$ cat src/rtl/biresidue_pkg.sv
package biresidue_pkg;
  // Per-cycle load strobes from control to datapath
  typedef struct packed {
    logic encLoad;
    logic chkLoad;
  } brStrobes_t;
endpackage

$ cat src/rtl/br_ctrl.sv
module br_ctrl
  import biresidue_pkg::*;
(
  input  logic       clk,
  input  logic       rstN,
  input  logic       encValid,
  input  logic       chkValid,
  output brStrobes_t strobes,
  output logic       encOutValid,
  output logic       outValid
);
  always_comb begin
    strobes.encLoad = encValid;
    strobes.chkLoad = chkValid;
  end

  always_ff @(posedge clk or negedge rstN) begin
    if (!rstN) begin
      encOutValid <= 1'b0;
      outValid    <= 1'b0;
    end else begin
      encOutValid <= encValid;
      outValid    <= chkValid;
    end
  end
endmodule

$ cat src/rtl/br_syndrome_decode.sv
module br_syndrome_decode #(
  parameter int A_BITS = 3,
  parameter int B_BITS = 4,
  localparam int DATA_W = A_BITS * B_BITS,
  localparam int MOD_A = (1 << A_BITS) - 1,
  localparam int MOD_B = (1 << B_BITS) - 1
) (
  input  logic [A_BITS-1:0] synA,
  input  logic [B_BITS-1:0] synB,
  output logic [DATA_W-1:0] posHit,
  output logic [DATA_W-1:0] negHit
);
  // One comparator pair per bit position; the syndrome pairs are distinct,
  // so at most one bit of posHit|negHit is set, giving the magnitude 2^i.
  for (genvar i = 0; i < DATA_W; i++) begin : gPos
    localparam int EXP_A = 1 << (i % A_BITS);
    localparam int EXP_B = 1 << (i % B_BITS);
    assign posHit[i] = (synA == A_BITS'(EXP_A)) && (synB == B_BITS'(EXP_B));
    assign negHit[i] = (synA == A_BITS'(MOD_A - EXP_A)) &&
                       (synB == B_BITS'(MOD_B - EXP_B));
  end
endmodule

$ cat src/rtl/br_datapath.sv
module br_datapath
  import biresidue_pkg::*;
#(
  parameter int A_BITS = 3,
  parameter int B_BITS = 4,
  localparam int DATA_W = A_BITS * B_BITS,
  localparam int MOD_A = (1 << A_BITS) - 1,
  localparam int MOD_B = (1 << B_BITS) - 1
) (
  input  logic              clk,
  input  logic              rstN,
  input  brStrobes_t        strobes,
  input  logic [DATA_W-1:0] encData,
  input  logic [DATA_W-1:0] chkData,
  input  logic [A_BITS-1:0] chkCheckA,
  input  logic [B_BITS-1:0] chkCheckB,
  output logic [DATA_W-1:0] encOutData,
  output logic [A_BITS-1:0] encCheckA,
  output logic [B_BITS-1:0] encCheckB,
  output logic [DATA_W-1:0] outData,
  output logic              outCorrected,
  output logic              outUncorrectable
);
  function automatic logic [A_BITS-1:0] modA(input logic [DATA_W-1:0] v);
    logic [DATA_W-1:0] r;
    r = v % DATA_W'(MOD_A);
    return r[A_BITS-1:0];
  endfunction

  function automatic logic [B_BITS-1:0] modB(input logic [DATA_W-1:0] v);
    logic [DATA_W-1:0] r;
    r = v % DATA_W'(MOD_B);
    return r[B_BITS-1:0];
  endfunction

  // Encode residues
  logic [A_BITS-1:0] encResA;
  logic [B_BITS-1:0] encResB;
  assign encResA = modA(encData);
  assign encResB = modB(encData);

  // Syndrome formation: modular difference of recomputed and stored residues
  logic [A_BITS-1:0] rxResA, storedA, synA;
  logic [B_BITS-1:0] rxResB, storedB, synB;
  logic [A_BITS:0]   diffA;
  logic [B_BITS:0]   diffB;

  always_comb begin
    rxResA  = modA(chkData);
    rxResB  = modB(chkData);
    storedA = (chkCheckA == A_BITS'(MOD_A)) ? '0 : chkCheckA;
    storedB = (chkCheckB == B_BITS'(MOD_B)) ? '0 : chkCheckB;
    diffA   = {1'b0, rxResA} + (A_BITS+1)'(MOD_A) - {1'b0, storedA};
    diffB   = {1'b0, rxResB} + (B_BITS+1)'(MOD_B) - {1'b0, storedB};
    if (diffA >= (A_BITS+1)'(MOD_A)) diffA = diffA - (A_BITS+1)'(MOD_A);
    if (diffB >= (B_BITS+1)'(MOD_B)) diffB = diffB - (B_BITS+1)'(MOD_B);
    synA = diffA[A_BITS-1:0];
    synB = diffB[B_BITS-1:0];
  end

  logic [DATA_W-1:0] posHit, negHit;

  br_syndrome_decode #(.A_BITS(A_BITS), .B_BITS(B_BITS)) uDecode (
    .synA  (synA),
    .synB  (synB),
    .posHit(posHit),
    .negHit(negHit)
  );

  // Correction with range guard
  logic [DATA_W:0]   downSum, upSum;
  logic              anyPos, anyNeg, synZero, fixOk;
  logic [DATA_W-1:0] fixData;

  always_comb begin
    downSum = {1'b0, chkData} - {1'b0, posHit};
    upSum   = {1'b0, chkData} + {1'b0, negHit};
    anyPos  = |posHit;
    anyNeg  = |negHit;
    synZero = (synA == '0) && (synB == '0);
    fixOk   = (anyPos && !downSum[DATA_W]) || (anyNeg && !upSum[DATA_W]);
    if (!fixOk)      fixData = chkData;
    else if (anyPos) fixData = downSum[DATA_W-1:0];
    else             fixData = upSum[DATA_W-1:0];
  end

  always_ff @(posedge clk or negedge rstN) begin
    if (!rstN) begin
      encOutData <= '0;
      encCheckA  <= '0;
      encCheckB  <= '0;
    end else if (strobes.encLoad) begin
      encOutData <= encData;
      encCheckA  <= encResA;
      encCheckB  <= encResB;
    end
  end

  always_ff @(posedge clk or negedge rstN) begin
    if (!rstN) begin
      outData          <= '0;
      outCorrected     <= 1'b0;
      outUncorrectable <= 1'b0;
    end else if (strobes.chkLoad) begin
      outData          <= fixData;
      outCorrected     <= fixOk;
      outUncorrectable <= !synZero && !fixOk;
    end
  end
endmodule

$ cat src/rtl/biresidue_corrector.sv
module biresidue_corrector
  import biresidue_pkg::*;
#(
  parameter int A_BITS = 3,
  parameter int B_BITS = 4,
  localparam int DATA_W = A_BITS * B_BITS
) (
  input  logic              clk,
  input  logic              rstN,
  input  logic              encValid,
  input  logic [DATA_W-1:0] encData,
  output logic              encOutValid,
  output logic [DATA_W-1:0] encOutData,
  output logic [A_BITS-1:0] encCheckA,
  output logic [B_BITS-1:0] encCheckB,
  input  logic              chkValid,
  input  logic [DATA_W-1:0] chkData,
  input  logic [A_BITS-1:0] chkCheckA,
  input  logic [B_BITS-1:0] chkCheckB,
  output logic              outValid,
  output logic [DATA_W-1:0] outData,
  output logic              outCorrected,
  output logic              outUncorrectable
);
  brStrobes_t strobes;

  br_ctrl uCtrl (
    .clk        (clk),
    .rstN       (rstN),
    .encValid   (encValid),
    .chkValid   (chkValid),
    .strobes    (strobes),
    .encOutValid(encOutValid),
    .outValid   (outValid)
  );

  br_datapath #(.A_BITS(A_BITS), .B_BITS(B_BITS)) uData (
    .clk             (clk),
    .rstN            (rstN),
    .strobes         (strobes),
    .encData         (encData),
    .chkData         (chkData),
    .chkCheckA       (chkCheckA),
    .chkCheckB       (chkCheckB),
    .encOutData      (encOutData),
    .encCheckA       (encCheckA),
    .encCheckB       (encCheckB),
    .outData         (outData),
    .outCorrected    (outCorrected),
    .outUncorrectable(outUncorrectable)
  );
endmodule

$ cat config.mk
export PLATFORM = sky130hd
export DESIGN_NAME = biresidue_corrector
export DESIGN_NICKNAME = d
export VERILOG_FILES = /design/src/rtl/biresidue_pkg.sv /design/src/rtl/br_ctrl.sv /design/src/rtl/br_syndrome_decode.sv /design/src/rtl/br_datapath.sv /design/src/rtl/biresidue_corrector.sv
export SDC_FILE = /design/constraint.sdc
export NUM_CORES = 1
export LEC_CHECK = 0
export ABC_AREA = 1
export BUFFER_PORTS_ARGS = -buffer_cell sky130_fd_sc_hd__clkbuf_2
export CAP_MARGIN = 20
export CELL_PAD_IN_SITES_DETAIL_PLACEMENT = 1
export CELL_PAD_IN_SITES_GLOBAL_PLACEMENT = 1
export CORE_MARGIN = 3
export CORE_UTILIZATION = 42
export DETAILED_ROUTE_END_ITERATION = 7
export HOLD_SLACK_MARGIN = 0.02
export PLACE_DENSITY = 0.82
export SYNTH_ARGS = -nofsm -noshare
export SYNTH_HDL_FRONTEND = slang
export SYNTH_SLANG_ARGS = --single-unit
$ cat constraint.sdc
create_clock -name clk -period 0.8 [get_ports clk]
set_input_delay 0.04 -clock clk [delete_from_list [all_inputs] [get_ports clk]]
set_output_delay 0.04 -clock clk [all_outputs]
set_load 0.005 [all_outputs]
==> results of run 1 <==
## metrics by stage
| step | setup slack (ns) | cells |
|---|---|---|
| detailed placement | -8.609 | 1628 |
| global placement | -7.624 | 1628 |
| floorplan | -6.856 | 1094 |
## synthesized netlist by cell type (4+ instances only)
library cell  instances
o21ai_1              17
or2_2                 6
nand2_4               9
nand3_1             107
clkbuf_1              6
inv_1               129
xor2_1               22
inv_2                16
o21ai_0              65
xnor2_1               4
nor3_1                5
o211ai_1              9
nor2_1               86
a21o_1                4
nand2_2              48
fa_1                  4
a21oi_1              35
o21bai_1              4
nand2_1             340
dfrtp_1              35
nand3_2              13
clkinv_1              4
ha_1                 41
nand4_1              16
nor2_2                9
nor4_1                5
nor2_4                7
## cells by family after synthesis
group,Yosys count,synth area share (%)
AND/OR/NAND/NOR,667,49.21
buffers and inverters,162,9.710
AO/OA/AOI/OAI,159,14.69
adder cells (fa/ha/maj),45,9.224
flip-flops,35,13.62
XOR/XNOR,26,3.541
==> flow_summary.toml, run 1 <==
[synth]
synthArstFlopShare_pct = 100.0
synth_edf_count = 0
ys_types = 54
netlist_area_um2 = 6430
synth_cells = 1094
synth_top_area_share_pct = 19.85
ys_ff_latch = 35
yosysSeqAreaShare_pct = 13.62
synth_area_per_cell_um2 = 5.877
ys_warn_count = 0
yosys.area.top_type = "nand2_1"
synth_nets = 1174
synthTopCellsByArea = "nand2_1, dfrtp_1, nand3_1"
ys.flop_type = "dfrtp_1"

[clocking]
post_cts_buffers = 113
cts_hold_buf = 2
cts_buffer_depth = 2
cts_root_buf = "clkbuf_16"
h-tree-depth = 2
cts.sinks = 35
cts_resized = 279
tritoncts.num_buffers = 5

[die]
die_h_um = 129.7
initial_core_util_pct = 43.58
rows = 44
io_pins = 70
die_w_um = 129.7

[placed_design]
io_buffers = 69
dp_hpwl_mm = 25.61
gp_congestion = 0.8684
placed_area_um2 = 9558

[run_status]
stop_stage = "clock tree synthesis (4_1_cts)"
outcome = "aborted with a tool error"
first-error = "[ERROR DPL-0033] detailed placement checks failed during check placement."
==> inputs of run 2 (changes only) <==
--- a/config.mk
+++ b/config.mk
@@ -8,13 +8,10 @@
 export ABC_AREA = 1
 export BUFFER_PORTS_ARGS = -buffer_cell sky130_fd_sc_hd__clkbuf_2
 export CAP_MARGIN = 20
-export CELL_PAD_IN_SITES_DETAIL_PLACEMENT = 1
-export CELL_PAD_IN_SITES_GLOBAL_PLACEMENT = 1
 export CORE_MARGIN = 3
-export CORE_UTILIZATION = 42
+export CORE_UTILIZATION = 32
 export DETAILED_ROUTE_END_ITERATION = 7
-export HOLD_SLACK_MARGIN = 0.02
-export PLACE_DENSITY = 0.82
+export PLACE_DENSITY_LB_ADDON = 0.15
 export SYNTH_ARGS = -nofsm -noshare
 export SYNTH_HDL_FRONTEND = slang
 export SYNTH_SLANG_ARGS = --single-unit
==> flow_summary.toml, run 2 <==
[sta]
worst_slack_ns = -7.063
final_max_slew_viol_count = 0
fin_crit_sh_pct = 982.8
finalCriticalPeriod_ns = 7.863
fmax_mhz = 127.2
max-slew-margin-rel_pct = 73.01
tightestPinTransition_ns = 0.4006
hold_viol = 0
finalClockSkew_ns = 0
setup_violations = 55
rsz0062_at_grt = "true"

[detailed_routing]
drt-wirelength-per-cell_um = 11.75
vias = 8408
totalWireLength_mm = 21.25
via_per_inst = 4.648
drtIter0Drc = 222
drtPass1Iterations = 5
drc = 0
ant_nets = 0

[die]
initial_core_util_pct = 32.82
die_w_um = 147.8
rows = 51
io_pins = 70
core_um2 = 19590
die_area_um2 = 21830
die_h_um = 147.8

[synth]
synth_cells = 1094
ys_ff_latch = 35
synthTopCellsByArea = "nand2_1, dfrtp_1, nand3_1"
synth_nets = 1174
netlist_area_um2 = 6430
ys.flop_type = "dfrtp_1"
ys_warn_count = 0
yosys.area.top_type = "nand2_1"
synthArstFlopShare_pct = 100.0
yosysSeqAreaShare_pct = 13.62
synth_top_area_share_pct = 19.85
synth_edf_count = 0
ys_top_cells_by_count = "nand2_1, inv_1, nand3_1"
ys_types = 54
yosysMostFrequentCell = "nand2_1"
synth_area_per_cell_um2 = 5.877

[run_status]
outcome = "finished with violations"
violations = "setup timing"

[global_route]
grt_pass1_wl_mm = 34.94
grt_pass1_vias = 8093
grt-ovfl-total = 0
antenna_found_initial = 0
grt_util_all_layers_pct = 18.50
grt_max_degree = 36

[worst_hold_path]
whs_endpoint = "uData.encCheckA[1]"
min_path_cells = 3
min_path_type = "input port to flip-flop"
worstHoldStart = "encValid"

[layout]
top_regs = "uData.encOutData: 12 flops, uData.outData: 12 flops, uData.encCheckB: 4 flops"
antenna_cells = 0
final_common_cell = "buf_4"
final_cell_mix = "buf_4, nand2_1, inv_1, nand2_2, nand3_1"
area_growth_pct = 81.32
final_cells = 1809
final_core_utilization_pct = 59.51
nets = 1623
drive_gt1_share_pct = 52.59

[clocking]
cts_buffer_depth = 2
clock_latency_ns = 0.29
cts_root_buf = "clkbuf_16"
tritoncts.num_buffers = 5
cts_tree = "done"
h-tree-depth = 2
clk_pin_slew_ns = 0.06
cts.sinks = 35

[setup_path]
required_ns = 1.03
rr_worst_depth = 3
critPathMaxStageDelay_ns = 0.57
timing_worst_setup_path_type = "input port to flip-flop"
critPathSlowestCell = "fa_2"
rr_endpoint = "uData.outData[0]"
path_max_fanout = 5
arrival_ns = 8.10
path_common_cell = "nand2_2"
cp-end-kind = "flip-flop"
start_kind = "input port"
r2r_setup_slack_ns = 0.01
timing.rr.start = "uData.outData[0]"

[placed_design]
gp_congestion = 0.8478
io_buffers = 69
dp_hpwl_mm = 15.87
post-place-cells = 1706

[job]
maxCapViolCount = 0

[power_and_ir_drop]
power_density_nw_per_um2 = 4856
p_leak_nw = 6.113
vdd_drop_max_uv = 3699
power_mw = 56.61
==> run 2: cell counts after synthesis <==
Identical to the previous run, type by type.
==> run 2: through the flow <==
step	cell area, µm²	setup slack [ns]	hold WS (ns)	setup TNS (ns)
floorplan	6807	-6.856	-0.2556	-113.40
finish	11660	-7.063	0.08377	-119.80
global route	11660	-7.764	0.09338	-132.38
global placement	9612	-7.598	0.02281	-129.39
detailed placement	9612	-7.647	0.02335	-129.99
CTS	10880	-6.944	0.05714	-116.94
==> run 2: worst max-delay path: cells and delay by family <==
| kind | cells | cell delay [ns] |
|---|---|---|
| fa+ha+maj | 5 | 1.28 |
| buf+inv | 12 | 0.75 |
| simple gates | 49 | 4.12 |
| compound gates | 14 | 1.90 |
==> run 2: power breakdown <==
| group | switching [mW] | internal, mW |
|---|---|---|
| Clock | 0.864 | 1.79 |
| Sequential | 0.325 | 2.42 |
| Combinational | 26.4 | 24.8 |
==> run 2: kinds of logic (layout without fill, tap and decap cells) <==
kind of cell,Yosys count,in the layout,share of synthesized area (%)
buffers and inverters,162,612,9.710
AND/OR/NAND/NOR,667,667,49.21
AO/OA/AOI/OAI,159,159,14.69
XOR/XNOR,26,26,3.541
adder cells (fa/ha/maj),45,45,9.224
flip-flops,35,35,13.62
==> run 2: what timing repair did <==
action | 4_1_cts | 5_1_grt
setup endpoints to repair | 55 | 56
hold endpoints to repair | 36 | 0
hold buffers | 2 | 0
pin swaps | 56 | 126
buffers inserted | 61 | 32
resized for setup | 147 | 131
==> run 2: layout make-up <==
cell class,instances,area (µm²)
Clock buffer,5,125.1
Clock inverter,3,67.56
Fill cell,1754,7931
Inverter,151,594.3
Multi-Input combinational cell,897,6187
Sequential cell,35,875.8
Tap cell,265,331.6
Timing Repair Buffer,453,3477
==> run 2: metal layers <==
layer	vias up	wire length, µm	GRT usage (%)
li1	4461	-	-
met3	13	413	0.8277
met2	88	11270	35.54
met5	-	0	0
met4	0	238	3.868
met1	3846	9328	22.82
==> run 2: worst max path at each step <==
stage | startpoint | to
floorplan | chkData[9] | uData.outData[2]
global placement | chkData[8] | uData.outData[5]
detailed placement | chkData[8] | uData.outData[5]
CTS | chkData[10] | uData.outData[11]
global route | chkData[10] | uData.outData[11]
finish | chkData[10] | uData.outData[11]
Power figures use the tool's default switching activity.
==> inputs of run 3 (changes only) <==
--- a/config.mk
+++ b/config.mk
@@ -9,9 +9,10 @@
 export BUFFER_PORTS_ARGS = -buffer_cell sky130_fd_sc_hd__clkbuf_2
 export CAP_MARGIN = 20
 export CORE_MARGIN = 3
-export CORE_UTILIZATION = 32
+export CORE_UTILIZATION = 62
 export DETAILED_ROUTE_END_ITERATION = 7
-export PLACE_DENSITY_LB_ADDON = 0.15
+export PLACE_DENSITY = 0.83
+export SLEW_MARGIN = 5
 export SYNTH_ARGS = -nofsm -noshare
 export SYNTH_HDL_FRONTEND = slang
 export SYNTH_SLANG_ARGS = --single-unit
==> flow_summary.toml, run 3 <==
[die]
rows = 36
die_h_um = 107.8
die_w_um = 107.8
initial_core_util_pct = 64.89
io_pins = 70

[synth]
synthTopCellsByArea = "nand2_1, dfrtp_1, nand3_1"
synth_cells = 1094
netlist_area_um2 = 6430
yosysMostFrequentCell = "nand2_1"
ys_ff_latch = 35
synth_edf_count = 0
synthArstFlopShare_pct = 100.0
ys.flop_type = "dfrtp_1"
ys_warn_count = 0
ys_types = 54
ys_top_cells_by_count = "nand2_1, inv_1, nand3_1"
synth_top_area_share_pct = 19.85
yosys.area.top_type = "nand2_1"
synth_area_per_cell_um2 = 5.877
yosysSeqAreaShare_pct = 13.62
synth_nets = 1174

[run_status]
first-error = "[ERROR DPL-0038] Utilization greater than 100%, impossible to legalize"
outcome = "aborted with a tool error"
stop_stage = "clock tree synthesis (4_1_cts)"

[placed_design]
dp_hpwl_mm = 21.11
gp_congestion = 0.8904
io_buffers = 69
dp_slack_ns = -8.065

[clocking]
cts.sinks = 35
cts_resized = 273
cts_hold_buf = 2
cts_root_buf = "clkbuf_8"
cts_buffer_depth = 2
tritoncts.num_buffers = 5
h-tree-depth = 2
post_cts_buffers = 121
-- run 3: cell counts after synthesis --
No cell type changed its count.
-- run 3: logic make-up after synthesis --
kind of cell	count (synthesis)	synth area share [%]
simple gates	667	49.21
buf+inv	162	9.710
flops	35	13.62
compound gates	159	14.69
xor+xnor	26	3.541
fa+ha+maj	45	9.224
-- run 3: through the flow --
step,util [%],cell area (µm²),setup TNS [ns],hold slack (ns),cells
floorplan,-,6807,-113.40,-0.2556,1094
global placement,93.96,9311,-123.95,0.01699,1556
detailed placement,93.96,9311,-137.23,0.02087,1556
